$ cat config.mk
export PLATFORM = sky130hd
export DESIGN_NAME = masked_break_matcher
export DESIGN_NICKNAME = d
export VERILOG_FILES = /design/src/rtl/masked_break_matcher.sv
export SDC_FILE = /design/constraint.sdc
export NUM_CORES = 1
export LEC_CHECK = 0
export ABC_AREA = 1
export ABC_CLOCK_PERIOD_IN_PS = 1900
export BUFFER_PORTS_ARGS = -buffer_cell sky130_fd_sc_hd__buf_2
export CELL_PAD_IN_SITES_DETAIL_PLACEMENT = 0
export CELL_PAD_IN_SITES_GLOBAL_PLACEMENT = 2
export CORE_ASPECT_RATIO = 0.8
export CORE_UTILIZATION = 27
export DETAILED_ROUTE_END_ITERATION = 8
export PLACE_DENSITY = 0.82
export SLEW_MARGIN = 20
export SYNTH_ARGS = -nofsm -noshare
export SYNTH_HDL_FRONTEND = slang
export SYNTH_SLANG_ARGS = --single-unit
$ cat constraint.sdc
create_clock -name clk -period 1.9 [get_ports clk]
set_input_delay 0.19 -clock clk [delete_from_list [all_inputs] [get_ports clk]]
set_output_delay 0.19 -clock clk [all_outputs]
set_load 0.1 [all_outputs]
$ cat src/rtl/masked_break_matcher.sv
module masked_break_matcher #(
  parameter int ADDR_W = 32,
  parameter int DATA_W = 32
) (
  input  logic              clk,
  input  logic              rst_n,
  input  logic              wr_en,
  input  logic [1:0]        wr_sel,
  input  logic [31:0]       wr_data,
  input  logic [1:0]        rd_sel,
  output logic [31:0]       rd_data,
  input  logic              acc_valid,
  input  logic [ADDR_W-1:0] acc_addr,
  input  logic [DATA_W-1:0] bus_a,
  input  logic [DATA_W-1:0] bus_b,
  input  logic [DATA_W/2-1:0] xmem,
  input  logic [DATA_W/2-1:0] ymem,
  output logic              hit
);
  localparam int HALF_W = DATA_W / 2;

  logic [ADDR_W-1:0] brk_addr, brk_mask;
  logic [DATA_W-1:0] brk_data;
  logic              ctl_en, ctl_dce;
  logic [1:0]        ctl_sel;
  logic              addr_ok, data_ok;

  always_ff @(posedge clk or negedge rst_n) begin
    if (!rst_n) begin
      brk_addr <= '0;
      brk_mask <= '0;
      brk_data <= '0;
      ctl_en   <= 1'b0;
      ctl_dce  <= 1'b0;
      ctl_sel  <= 2'd0;
    end else if (wr_en) begin
      case (wr_sel)
        2'd0: brk_addr <= wr_data[ADDR_W-1:0];
        2'd1: brk_mask <= wr_data[ADDR_W-1:0];
        2'd2: brk_data <= wr_data[DATA_W-1:0];
        default: begin
          ctl_en  <= wr_data[0];
          ctl_dce <= wr_data[1];
          ctl_sel <= wr_data[3:2];
        end
      endcase
    end
  end

  always_comb begin
    case (rd_sel)
      2'd0:    rd_data = 32'(brk_addr);
      2'd1:    rd_data = 32'(brk_mask);
      2'd2:    rd_data = 32'(brk_data);
      default: rd_data = {28'd0, ctl_sel, ctl_dce, ctl_en};
    endcase
  end

  assign addr_ok = ((acc_addr ^ brk_addr) & ~brk_mask) == '0;

  always_comb begin
    case (ctl_sel)
      2'd0:    data_ok = (bus_a == brk_data);
      2'd1:    data_ok = (bus_b == brk_data);
      2'd2:    data_ok = (xmem == brk_data[DATA_W-1:HALF_W]);
      default: data_ok = (ymem == brk_data[HALF_W-1:0]);
    endcase
  end

  always_ff @(posedge clk or negedge rst_n) begin
    if (!rst_n) hit <= 1'b0;
    else        hit <= acc_valid & ctl_en & addr_ok & (~ctl_dce | data_ok);
  end
endmodule


==> summary.log, run 1 <==
INFO  place          numPlacedInstances=1414
INFO  global_routing global_route.usage.total=21.8%
INFO  synth          synth_largest_area_cell=sky130_fd_sc_hd__dfrtp_1
INFO  synth          synth_top_flop_cell=sky130_fd_sc_hd__dfrtp_1
INFO  synth          post_synth_most_frequent_cells=sky130_fd_sc_hd__nand2_1, sky130_fd_sc_hd__o21ai_0, sky130_fd_sc_hd__nand3_1, sky130_fd_sc_hd__dfrtp_1, sky130_fd_sc_hd__inv_1
INFO  worst_setup_path critPathLaunchType=flop
INFO  synth          synth_sequential_area_ratio=39.8%
INFO  worst_setup_path critPathCaptureType=output pin
INFO  synth          ys_top_cells_by_area=sky130_fd_sc_hd__dfrtp_1, sky130_fd_sc_hd__nand2_1, sky130_fd_sc_hd__o21ai_0
INFO  floorplan      core.rowCount=49
INFO  finish         share_of_post_route_cells_with_drive_strength_above_1=22.6%
INFO  synth          yosysUniqueCellTypes=25
INFO  worst_setup_path worst_ep_arrival_time=1.72ns
INFO  place          pre_cts_ws=0.0381ns
INFO  synth          synth-warning-count=0
INFO  synth          synth_mux_area_share=0%
INFO  power          p_leak=4.38nW
INFO  synth          synth_area=6350µm²
INFO  finish         antenna_cells_inserted=0
INFO  route          post_drt_wl_per_cell=18.4µm
INFO  job            max_cap_check_violation_count=0
INFO  synth          synth_top_area_share=39.8%
INFO  clock_tree     worst_skew_pair.late_latency=0.34ns
INFO  place          dpl_cell_area=8350µm²
INFO  floorplan      ios=201
INFO  power          ir_worst_vdd=0.431mV
INFO  finish         final_nets=1288
INFO  route          routed-via-count=6843
INFO  sta            worst_setup_slack_final=-0.00725ns
INFO  route          drt_wl_total=26300µm
INFO  place          dp_hpwl=20700µm
INFO  worst_setup_path timing.critical_path.slowest_stage_cell=sky130_fd_sc_hd__dfrtp_1
INFO  worst_setup_path worst-path-max-fanout=4
INFO  route          final_antenna_net_count=0
INFO  sta            setup_viol=1
INFO  worst_setup_path critical_path_cell_list=inv_1 -> o211ai_1 -> buf_12
INFO  route          routed_via_density=4.78
INFO  synth          synth_xor_xnor_area_share=6.48%
INFO  floorplan      area_of_the_die=24100µm²
INFO  floorplan      initial_standard_cell_utilization_of_the_core=27.9%
INFO  floorplan      die_width=173µm
INFO  power          totalPowerFinal=8.12mW
INFO  finish         final_util=38.1%
INFO  synth          syn_inst=925
INFO  worst_setup_path timing.setup.critical_path_class=flop to output pin
INFO  sta            minimum_hold_slack=0.142ns
INFO  sta            max-slew-margin-rel=62.2%
INFO  outcome        outcome=complete, but fails checks
INFO  synth          synth-adder-area-share=0%
INFO  synth          syn_nets=1093
INFO  clock_tree     cts_max_path_buffers=2
INFO  clock_tree     clkSlewWorstSetupHoldPaths=0.07ns
INFO  route          violation_count_after_the_first_detailed_routing_iteration=680
INFO  worst_setup_path critPathMaxStageDelay=0.54ns
INFO  global_routing global_route.overflow_total=0
INFO  clock_tree     cts.sink_count=101
INFO  synth          synth_top_family_by_area=simple AND/OR/NAND/NOR gates
INFO  worst_setup_path crit_family=flip-flops
INFO  route          drtPass1Iterations=5
INFO  global_routing largest_net_degree_at_the_start_of_global_routing=65
INFO  sta            timing.final.crit_period=1.91ns
INFO  sta            finalSetupTns=-0.00725ns
INFO  clock_tree     cts-buffers-inserted=9
INFO  synth          fraction_of_the_mapped_netlist_area_in_simple_logic_gates=30.7%
INFO  finish         area_growth=36.5%
INFO  global_routing antenna_found_initial=0
INFO  synth          post_synth.cell_area_avg=6.87µm²
INFO  clock_tree     cts_tree=yes
INFO  sta            clock.fmax=524MHz
INFO  synth          ys_seq_elements=101
INFO  power          power_density=936nW/µm²
INFO  sta            timing_max_transition_violations_final=0
INFO  synth          synth-compound-area-share=14.1%
INFO  synth          synth_enable_flop_cells=0
INFO  outcome        failed_checks=setup timing
INFO  sta            finalHoldViolations=0
INFO  route          drc=0
INFO  worst_setup_path crit_buf_inv=2
INFO  synth          most_common_cell_in_the_synthesized_netlist=sky130_fd_sc_hd__nand2_1
INFO  sta            worst-slew-pin-transition=0.567ns
INFO  place          buffer_ports.inserted=200
INFO  clock_tree     ctsHtreeMaxLevel=3
INFO  finish         layoutNonFillerInstCount=1431
INFO  floorplan      die_height=139µm
INFO  clock_tree     clockRootBuffer=sky130_fd_sc_hd__clkbuf_16
INFO  sta            worst_clock_skew=0.00402ns
INFO  sta            layout_worst_path_cycle_share=100%
INFO  synth          postSynth.asyncResetShare=100%
INFO  sta            rsz_0062_raised_after_global_routing=yes
INFO  finish         finish.instance_area=8670µm²
INFO  worst_hold_path worstHoldPathType=input port to flop
INFO  floorplan      placeableCoreArea=22700µm²
INFO  worst_setup_path critical_path_required=1.71ns
INFO  global_routing grt_pass1_wl=39500µm
INFO  global_routing first_global_vias=6429
INFO  place          routabilityCongestion=0.890
## tightest hold or removal path: stages
cell and delay [ns]:
sky130_fd_sc_hd__buf_2 0.10, sky130_fd_sc_hd__inv_1 0.07, sky130_fd_sc_hd__o21ai_0 0.08
## final timing paths
path                       slack, ns          from  cells past startpoint            to
hold reg to reg                 0.51   brk_mask[8]                      2   brk_mask[8]
setup reg to reg                0.10    ctl_sel[1]                     15           hit
max in group asynchronous       0.88         rst_n                      3  brk_data[26]
min in group asynchronous       0.39         rst_n                      2   brk_addr[5]
hold / removal                  0.14   wr_data[26]                      3  brk_data[26]
setup / recovery              -0.007  brk_data[29]                      3   rd_data[29]
## cells by family after synthesis
| group | count (synthesis) |
|---|---|
| simple gates | 475 |
| buf+inv | 143 |
| compound gates | 159 |
| xor+xnor | 47 |
| flops | 101 |
## layer usage
| metal | track usage [%] | wire length [µm] |
|---|---|---|
| met1 | 34.5 | 13500 |
| met2 | 30.7 | 10700 |
| met3 | 4.14 | 1980 |
| met4 | 2.65 | 142 |
| met5 | 0 | 0 |
## cell type report
type	instances	area, µm²
fillers	2454	14100
repair buffers	226	1790
clock buffers	12	246
inverters	101	382
clock inverters	4	47.5
flip-flops and latches	101	2530
multi-input cells	681	3300
well taps	306	383
## power breakdown
part / internal [mW] / switching (mW)
clock network: 1.06 / 0.828
registers: 2.49 / 0.399
logic: 1.22 / 2.13
## state kept, by name, summed over array words and instances (netlist names)
signal / cells
brk_addr: 32
brk_data: 32
brk_mask: 32
ctl_dce: 1
ctl_en: 1
ctl_sel: 2
hit: 1
## layout by cell type (no fill, tap or decap), types with 2 or more instances in the layout
cell / synthesis / final
sky130_fd_sc_hd__nand2_1: 316 / 316
sky130_fd_sc_hd__buf_2: 6 / 167
sky130_fd_sc_hd__o21ai_0: 113 / 111
sky130_fd_sc_hd__nand3_1: 103 / 102
sky130_fd_sc_hd__inv_1: 99 / 99
sky130_fd_sc_hd__dfrtp_1: 101 / 99
sky130_fd_sc_hd__xnor2_1: 44 / 44
sky130_fd_sc_hd__nor2_1: 42 / 41
sky130_fd_sc_hd__buf_12: 0 / 40
sky130_fd_sc_hd__o211ai_1: 28 / 28
sky130_fd_sc_hd__buf_4: 2 / 16
sky130_fd_sc_hd__o22ai_1: 9 / 9
sky130_fd_sc_hd__clkbuf_16: 0 / 9
sky130_fd_sc_hd__nand4_1: 8 / 8
sky130_fd_sc_hd__a21oi_1: 4 / 4
sky130_fd_sc_hd__xor2_1: 3 / 3
sky130_fd_sc_hd__o2111ai_2: 0 / 2
sky130_fd_sc_hd__dfrtp_2: 0 / 2
sky130_fd_sc_hd__clkbuf_1: 32 / 2
sky130_fd_sc_hd__clkinv_2: 0 / 2
sky130_fd_sc_hd__buf_6: 2 / 2
## timing repair
action | CTS | global route
hold buffers | 1 | 0
gates resized for setup | 0 | 6
hold endpoints to repair | 35 | 0
setup endpoints to repair | 0 | 2
setup buffers | 0 | 0
No activity file was read; power rests on OpenSTA's default activity.
==> run 2, diff against run 1 <==
--- a/config.mk
+++ b/config.mk
@@ -14,6 +14,7 @@
 export CORE_UTILIZATION = 27
 export DETAILED_ROUTE_END_ITERATION = 8
 export PLACE_DENSITY = 0.82
+export SKIP_CTS_REPAIR_TIMING = 1
 export SLEW_MARGIN = 20
 export SYNTH_ARGS = -nofsm -noshare
 export SYNTH_HDL_FRONTEND = slang
==> constraint.sdc (replaced) <==
create_clock -name clk -period 1.9 [get_ports clk]
set_input_delay 0.38 -clock clk [delete_from_list [all_inputs] [get_ports clk]]
set_output_delay 0.38 -clock clk [all_outputs]
set_load 0.1 [all_outputs]
==> run 2 against run 1 <==
Effect of this change:
- largest power group unchanged
- via count grew 0.57%
- the run still ends with setup timing left
- critical endpoint is now rd_data[31]
- design area grew 2.6%
- total power shrank 0.98%
==> summary.log, run 2 (synthesized netlist as in run 1, its figures left out) <==
INFO  worst_hold_path hold_start=wr_data[7]
INFO  clock_tree     cts_tree=yes
INFO  sta            max-slew-margin-rel=68.8%
INFO  clock_tree     cts-buffers-inserted=9
INFO  route          drt_wl_total=26800µm
INFO  worst_setup_path source_of_the_worst_register_to_register_timing_path=ctl_sel[1]
INFO  power          netSwitchingFraction=41.7%
INFO  floorplan      core.rowCount=49
INFO  clock_tree     cts_max_path_buffers=2
INFO  power          power_density=904nW/µm²
INFO  clock_tree     cts.sink_count=101
INFO  sta            worst-slew-pin-transition=0.466ns
INFO  power          ir_worst_vdd=0.443mV
INFO  global_routing global_route.usage.total=22.0%
INFO  place          dpl_cell_area=8520µm²
INFO  worst_setup_path worst_ep_arrival_time=1.63ns
INFO  power          share_comb_of_total_power=43.7%
INFO  global_routing antenna_found_initial=3
INFO  place          pre_cts_ws=-0.0719ns
INFO  sta            finalSetupTns=-0.410ns
INFO  place          buffer_ports.inserted=200
INFO  global_routing grt_pass1_wl=39000µm
INFO  route          post_drt_wl_per_cell=18.5µm
INFO  clock_tree     ctsHtreeMaxLevel=3
INFO  clock_tree     clockRootBuffer=sky130_fd_sc_hd__clkbuf_16
INFO  finish         finish.instance_area=8900µm²
INFO  clock_tree     clkSlewWorstSetupHoldPaths=0.07ns
INFO  finish         layout.cells.most_common_list=sky130_fd_sc_hd__nand2_1, sky130_fd_sc_hd__buf_2, sky130_fd_sc_hd__o21ai_0, sky130_fd_sc_hd__nand3_1, sky130_fd_sc_hd__inv_1
INFO  floorplan      initial_standard_cell_utilization_of_the_core=27.9%
INFO  finish         layout.cells.most_common=sky130_fd_sc_hd__nand2_1
INFO  outcome        outcome=complete, but fails checks
INFO  finish         final_nets=1307
INFO  place          routabilityCongestion=0.878
INFO  floorplan      area_of_the_die=24100µm²
INFO  sta            finalHoldViolations=0
INFO  floorplan      ios=201
INFO  finish         area_growth=40.1%
INFO  power          sequentialPowerShare=35.6%
INFO  worst_setup_path timing.setup.critical_path_class=input port to output pin
INFO  sta            clock.fmax=496MHz
INFO  power          netSwitchingPower=3.35mW
INFO  worst_setup_path ff2ff_path_depth=17
INFO  worst_hold_path worstHoldPathType=input port to flop
INFO  power          p_leak=4.48nW
INFO  sta            minimum_hold_slack=0.327ns
INFO  floorplan      die_height=139µm
INFO  route          violation_count_after_the_first_detailed_routing_iteration=619
INFO  worst_setup_path worst-path-max-fanout=6
INFO  worst_setup_path critPathCaptureType=output pin
INFO  route          drc=0
INFO  job            max_cap_check_violation_count=0
INFO  route          final_antenna_net_count=0
INFO  clock_tree     worst_skew_pair.late_latency=0.35ns
INFO  sta            worst_clock_skew=0.00816ns
INFO  route          routed-via-count=6882
INFO  sta            layout_worst_path_cycle_share=106%
INFO  finish         share_of_post_route_cells_with_drive_strength_above_1=25.0%
INFO  worst_setup_path timing.rr.end=hit
INFO  worst_setup_path critical_path_required=1.52ns
INFO  finish         layout.filler_cells=2455
INFO  worst_setup_path critPathLaunchType=input port
INFO  global_routing first_global_vias=6385
INFO  sta            rsz_0062_raised_after_global_routing=yes
INFO  outcome        failed_checks=setup timing
INFO  sta            worst_setup_slack_final=-0.114ns
INFO  finish         final_util=39.1%
INFO  worst_hold_path holdPathEnd=brk_data[7]
INFO  route          drtPass1Iterations=5
INFO  route          routed_via_density=4.75
INFO  finish         layout_top_registers=brk_addr x32, brk_data x32, brk_mask x32
INFO  place          dp_hpwl=21400µm
INFO  global_routing largest_net_degree_at_the_start_of_global_routing=65
INFO  floorplan      die_width=173µm
INFO  global_routing global_route.overflow_total=0
INFO  power          intPower=4.69mW
INFO  sta            timing.final.crit_period=2.01ns
INFO  worst_hold_path whs_path_depth=3
INFO  power          clock_power_share=20.7%
INFO  sta            setup_viol=7
INFO  sta            timing_max_transition_violations_final=0
INFO  floorplan      placeableCoreArea=22700µm²
INFO  worst_setup_path reg2reg_slack=0.06ns
==> run 2: layout make-up <==
type	instances	area, µm²	share of cell area, %
repair buffers	245	2030	22.8
multi-input cells	681	3310	37.2
clock buffers	11	233	2.61
inverters	101	382	4.29
well taps	306	383	4.30
diodes	2	5.00	0.0562
clock inverters	3	15.0	0.169
flip-flops and latches	101	2540	28.5
==> run 2: how the worst max path moves through the flow <==
stage | depth (start not counted) | end | startpoint | slack (ns)
6_report | 5 | rd_data[31] | rd_sel[0] | -0.11
5_1_grt | 5 | rd_data[31] | rd_sel[0] | -0.13
4_1_cts | 3 | rd_data[22] | brk_data[22] | -0.15
3_5_place_dp | 6 | rd_data[14] | rd_sel[1] | -0.07
3_3_place_gp | 6 | rd_data[14] | rd_sel[1] | -0.06
2_1_floorplan | 5 | rd_data[26] | rd_sel[0] | -0.98
==> run 2: critical path, stage by stage <==
cell and delay (ns):
sky130_fd_sc_hd__buf_8 0.10, sky130_fd_sc_hd__or2_4 0.29, sky130_fd_sc_hd__buf_12 0.15, sky130_fd_sc_hd__o211ai_1 0.41, sky130_fd_sc_hd__clkbuf_16 0.30
==> run 2: power groups by stage <==
stage | registers, mW | logic (mW) | clock network [mW]
floorplan | 2.78 | 2.06 | 0
global placement | 2.88 | 3.45 | 0
detailed placement | 2.88 | 3.47 | 0
CTS | 2.85 | 3.48 | 1.72
global route | 2.91 | 3.79 | 1.77
finish | 2.86 | 3.51 | 1.67
==> run 2: per-layer routing <==
metal  vias to the layer above  routed length, µm  GRT usage, %  part of all wire (%)
li1                       3417                  -             -                     -
met1                      3166              13900          34.7                    52
met2                       284              10400          29.1                    39
met3                        15               2240          5.13                   8.3
met4                         0                280          5.87                   1.0
met5                         -                  0             0                     0
==> run 2: stage by stage <==
step / std cells / total power, mW
3_5_place_dp: 1426 / 6.35
4_1_cts: 1440 / 8.05
2_1_floorplan: 925 / 4.84
5_1_grt: 1449 / 8.47
6_report: 1450 / 8.04
3_3_place_gp: 1426 / 6.33
==> run 3, diff against run 2 <==
==> constraint.sdc (replaced) <==
create_clock -name clk -period 1.9 [get_ports clk]
set_input_delay 0.38 -clock clk [delete_from_list [all_inputs] [get_ports clk]]
set_output_delay 0.38 -clock clk [all_outputs]
set_load 0.05 [all_outputs]
==> run 3 against run 2 <==
Effect of this change:
- the flow still finishes with violations (setup timing)
- first-iteration DRC count fell by 10%
- flip-flop and latch count stayed put
- register-to-register slack better by 0.09 ns
- global-route usage rose by 0.17 points
- worst setup slack better by 0.084 ns
- critical path type unchanged
- largest cell class unchanged
- highest routed layer is now met5
==> summary.log, run 3 (synthesized netlist as in run 1, its figures left out) <==
INFO  outcome        outcome=complete, but fails checks
INFO  outcome        failed_checks=setup timing
INFO  clock_tree     cts.sink_count=101
INFO  floorplan      area_of_the_die=24100µm²
INFO  sta            worst_clock_skew=0.00519ns
INFO  worst_setup_path critPathCaptureType=output pin
INFO  sta            timing_max_transition_violations_final=0
INFO  clock_tree     worst_skew_pair.late_latency=0.35ns
INFO  finish         layoutNonFillerInstCount=1438
INFO  sta            finalHoldViolations=0
INFO  global_routing global_route.overflow_total=0
INFO  route          violation_count_after_the_first_detailed_routing_iteration=555
INFO  global_routing antenna_found_initial=3
INFO  clock_tree     clockRootBuffer=sky130_fd_sc_hd__clkbuf_16
INFO  worst_setup_path source_of_the_worst_register_to_register_timing_path=ctl_sel[1]
INFO  finish         layout_top_registers=brk_addr x32, brk_data x32, brk_mask x32
INFO  worst_setup_path timing.critical_path.slowest_stage_cell=sky130_fd_sc_hd__o211ai_1
INFO  route          routed_via_density=4.70
INFO  floorplan      die_width=173µm
INFO  floorplan      core.rowCount=49
INFO  sta            timing.final.crit_period=1.93ns
INFO  worst_hold_path worstHoldPathType=input port to flop
INFO  floorplan      die_height=139µm
INFO  sta            setup_viol=1
INFO  power          power_density=870nW/µm²
INFO  finish         final_nets=1295
INFO  global_routing first_global_vias=6576
INFO  place          buffer_ports.inserted=200
INFO  worst_setup_path setup.worst_path.start=rd_sel[0]
INFO  power          ir_worst_vdd=0.444mV
INFO  sta            layout_worst_path_cycle_share=102%
INFO  sta            rsz_0062_raised_after_global_routing=yes
INFO  place          dp_hpwl=21400µm
INFO  floorplan      initial_standard_cell_utilization_of_the_core=27.9%
INFO  sta            worst_setup_slack_final=-0.0301ns
INFO  worst_setup_path critPathLaunchType=input port
INFO  worst_setup_path worst-path-max-fanout=6
INFO  route          final_antenna_net_count=0
INFO  worst_setup_path critical_path_required=1.52ns
INFO  worst_setup_path worst_ep_arrival_time=1.55ns
INFO  route          post_drt_wl_per_cell=18.7µm
INFO  sta            clock.fmax=518MHz
INFO  clock_tree     cts-buffers-inserted=9
INFO  clock_tree     cts_max_path_buffers=2
INFO  sta            max-slew-margin-rel=70.2%
INFO  finish         area_growth=33.1%
INFO  worst_setup_path critPathMaxStageDelay=0.36ns
INFO  job            max_cap_check_violation_count=0
INFO  finish         share_of_post_route_cells_with_drive_strength_above_1=24.1%
INFO  global_routing grt_pass1_wl=39600µm
INFO  clock_tree     clkSlewWorstSetupHoldPaths=0.07ns
INFO  sta            finalSetupTns=-0.0301ns
INFO  worst_hold_path hold_start=wr_data[22]
INFO  clock_tree     cts_tree=yes
INFO  route          drt_wl_total=27000µm
INFO  global_routing global_route.usage.total=22.2%
INFO  route          drtPass1Iterations=5
INFO  place          numPlacedInstances=1418
INFO  route          routed-via-count=6755
INFO  worst_setup_path critical_path_cell_list=buf_8 -> or2_4 -> buf_12 -> o211ai_1 -> clkbuf_16
INFO  place          routabilityCongestion=0.868
INFO  finish         layout.cells.most_common_list=sky130_fd_sc_hd__nand2_1, sky130_fd_sc_hd__buf_2, sky130_fd_sc_hd__o21ai_0, sky130_fd_sc_hd__nand3_1, sky130_fd_sc_hd__inv_1
INFO  global_routing largest_net_degree_at_the_start_of_global_routing=65
INFO  sta            worst-slew-pin-transition=0.447ns
INFO  route          drc=0
INFO  power          p_leak=4.34nW
INFO  finish         layout.cells.most_common=sky130_fd_sc_hd__nand2_1
INFO  floorplan      placeableCoreArea=22700µm²
INFO  clock_tree     ctsHtreeMaxLevel=3
INFO  worst_setup_path timing.setup.critical_path_class=input port to output pin
INFO  floorplan      ios=201
INFO  finish         layout.filler_cells=2467
[run 3: cell count changes in the layout (fill, tap and decap cells not counted), moves of 2 or more]
cell,delta
sky130_fd_sc_hd__clkbuf_16,+2
sky130_fd_sc_hd__o21ai_2,+2
sky130_fd_sc_hd__dfrtp_2,-3
sky130_fd_sc_hd__dfrtp_1,+3
sky130_fd_sc_hd__clkbuf_4,+5
sky130_fd_sc_hd__buf_4,-9
sky130_fd_sc_hd__nor2_2,+2
sky130_fd_sc_hd__nor2_1,-2
sky130_fd_sc_hd__buf_12,-29
sky130_fd_sc_hd__buf_2,+18
[run 3: routing by layer]
layer	track usage, %	vias up	share of wire [%]
met5	0	-	0.030
met3	3.26	16	6.0
met2	30.2	228	40
met1	35.6	3119	54
met4	5.40	2	0.82
li1	-	3390	-
[run 3: cell type report]
| cell class | instances | area, µm² | area share (%) |
|---|---|---|---|
| clock buffer | 13 | 250 | 2.96 |
| inverter | 101 | 384 | 4.54 |
| timing repair buffer | 233 | 1580 | 18.7 |
| clock inverter | 2 | 10.0 | 0.118 |
| antenna | 1 | 2.50 | 0.0296 |
| tap | 306 | 383 | 4.53 |
| multi-input combinational | 681 | 3310 | 39.1 |
| sequential | 101 | 2540 | 30.0 |
[run 3: final timing paths]
kind	to	slack (ns)	cells after the start
min in group asynchronous	brk_addr[9]	0.52	2
worst min register to register	brk_data[24]	0.51	2
worst max-delay path	rd_data[31]	-0.03	5
worst min-delay path	brk_addr[22]	0.33	3
worst max register to register	hit	0.15	14
max in group asynchronous	brk_data[23]	0.76	3
[run 3: worst max-delay path: cells and delay by family]
kind | cells | cell delay (ns)
simple gates | 1 | 0.30
compound gates | 1 | 0.36
buf+inv | 3 | 0.50
[run 3: power breakdown]
group          total (mW)  switching, mW  internal (mW)
sequential           2.86          0.365           2.49
clock                1.71          0.793          0.916
combinational        2.78           1.74           1.05
total                7.35           2.89           4.46
[run 3: through the flow]
step                setup WS (ns)  total power [mW]  instance area (µm²)  util, %  hold WS, ns
finish                    -0.0301              7.35                 8450     37.2        0.334
detailed placement        -0.0734              5.61                 8050     35.4        0.358
CTS                        -0.219              7.33                 8310     36.5      -0.0171
floorplan                  -0.301              4.45                 6430        -       0.0844
global placement           -0.131              5.60                 8050     35.4        0.355
global route              -0.0525              7.82                 8450     37.1        0.358
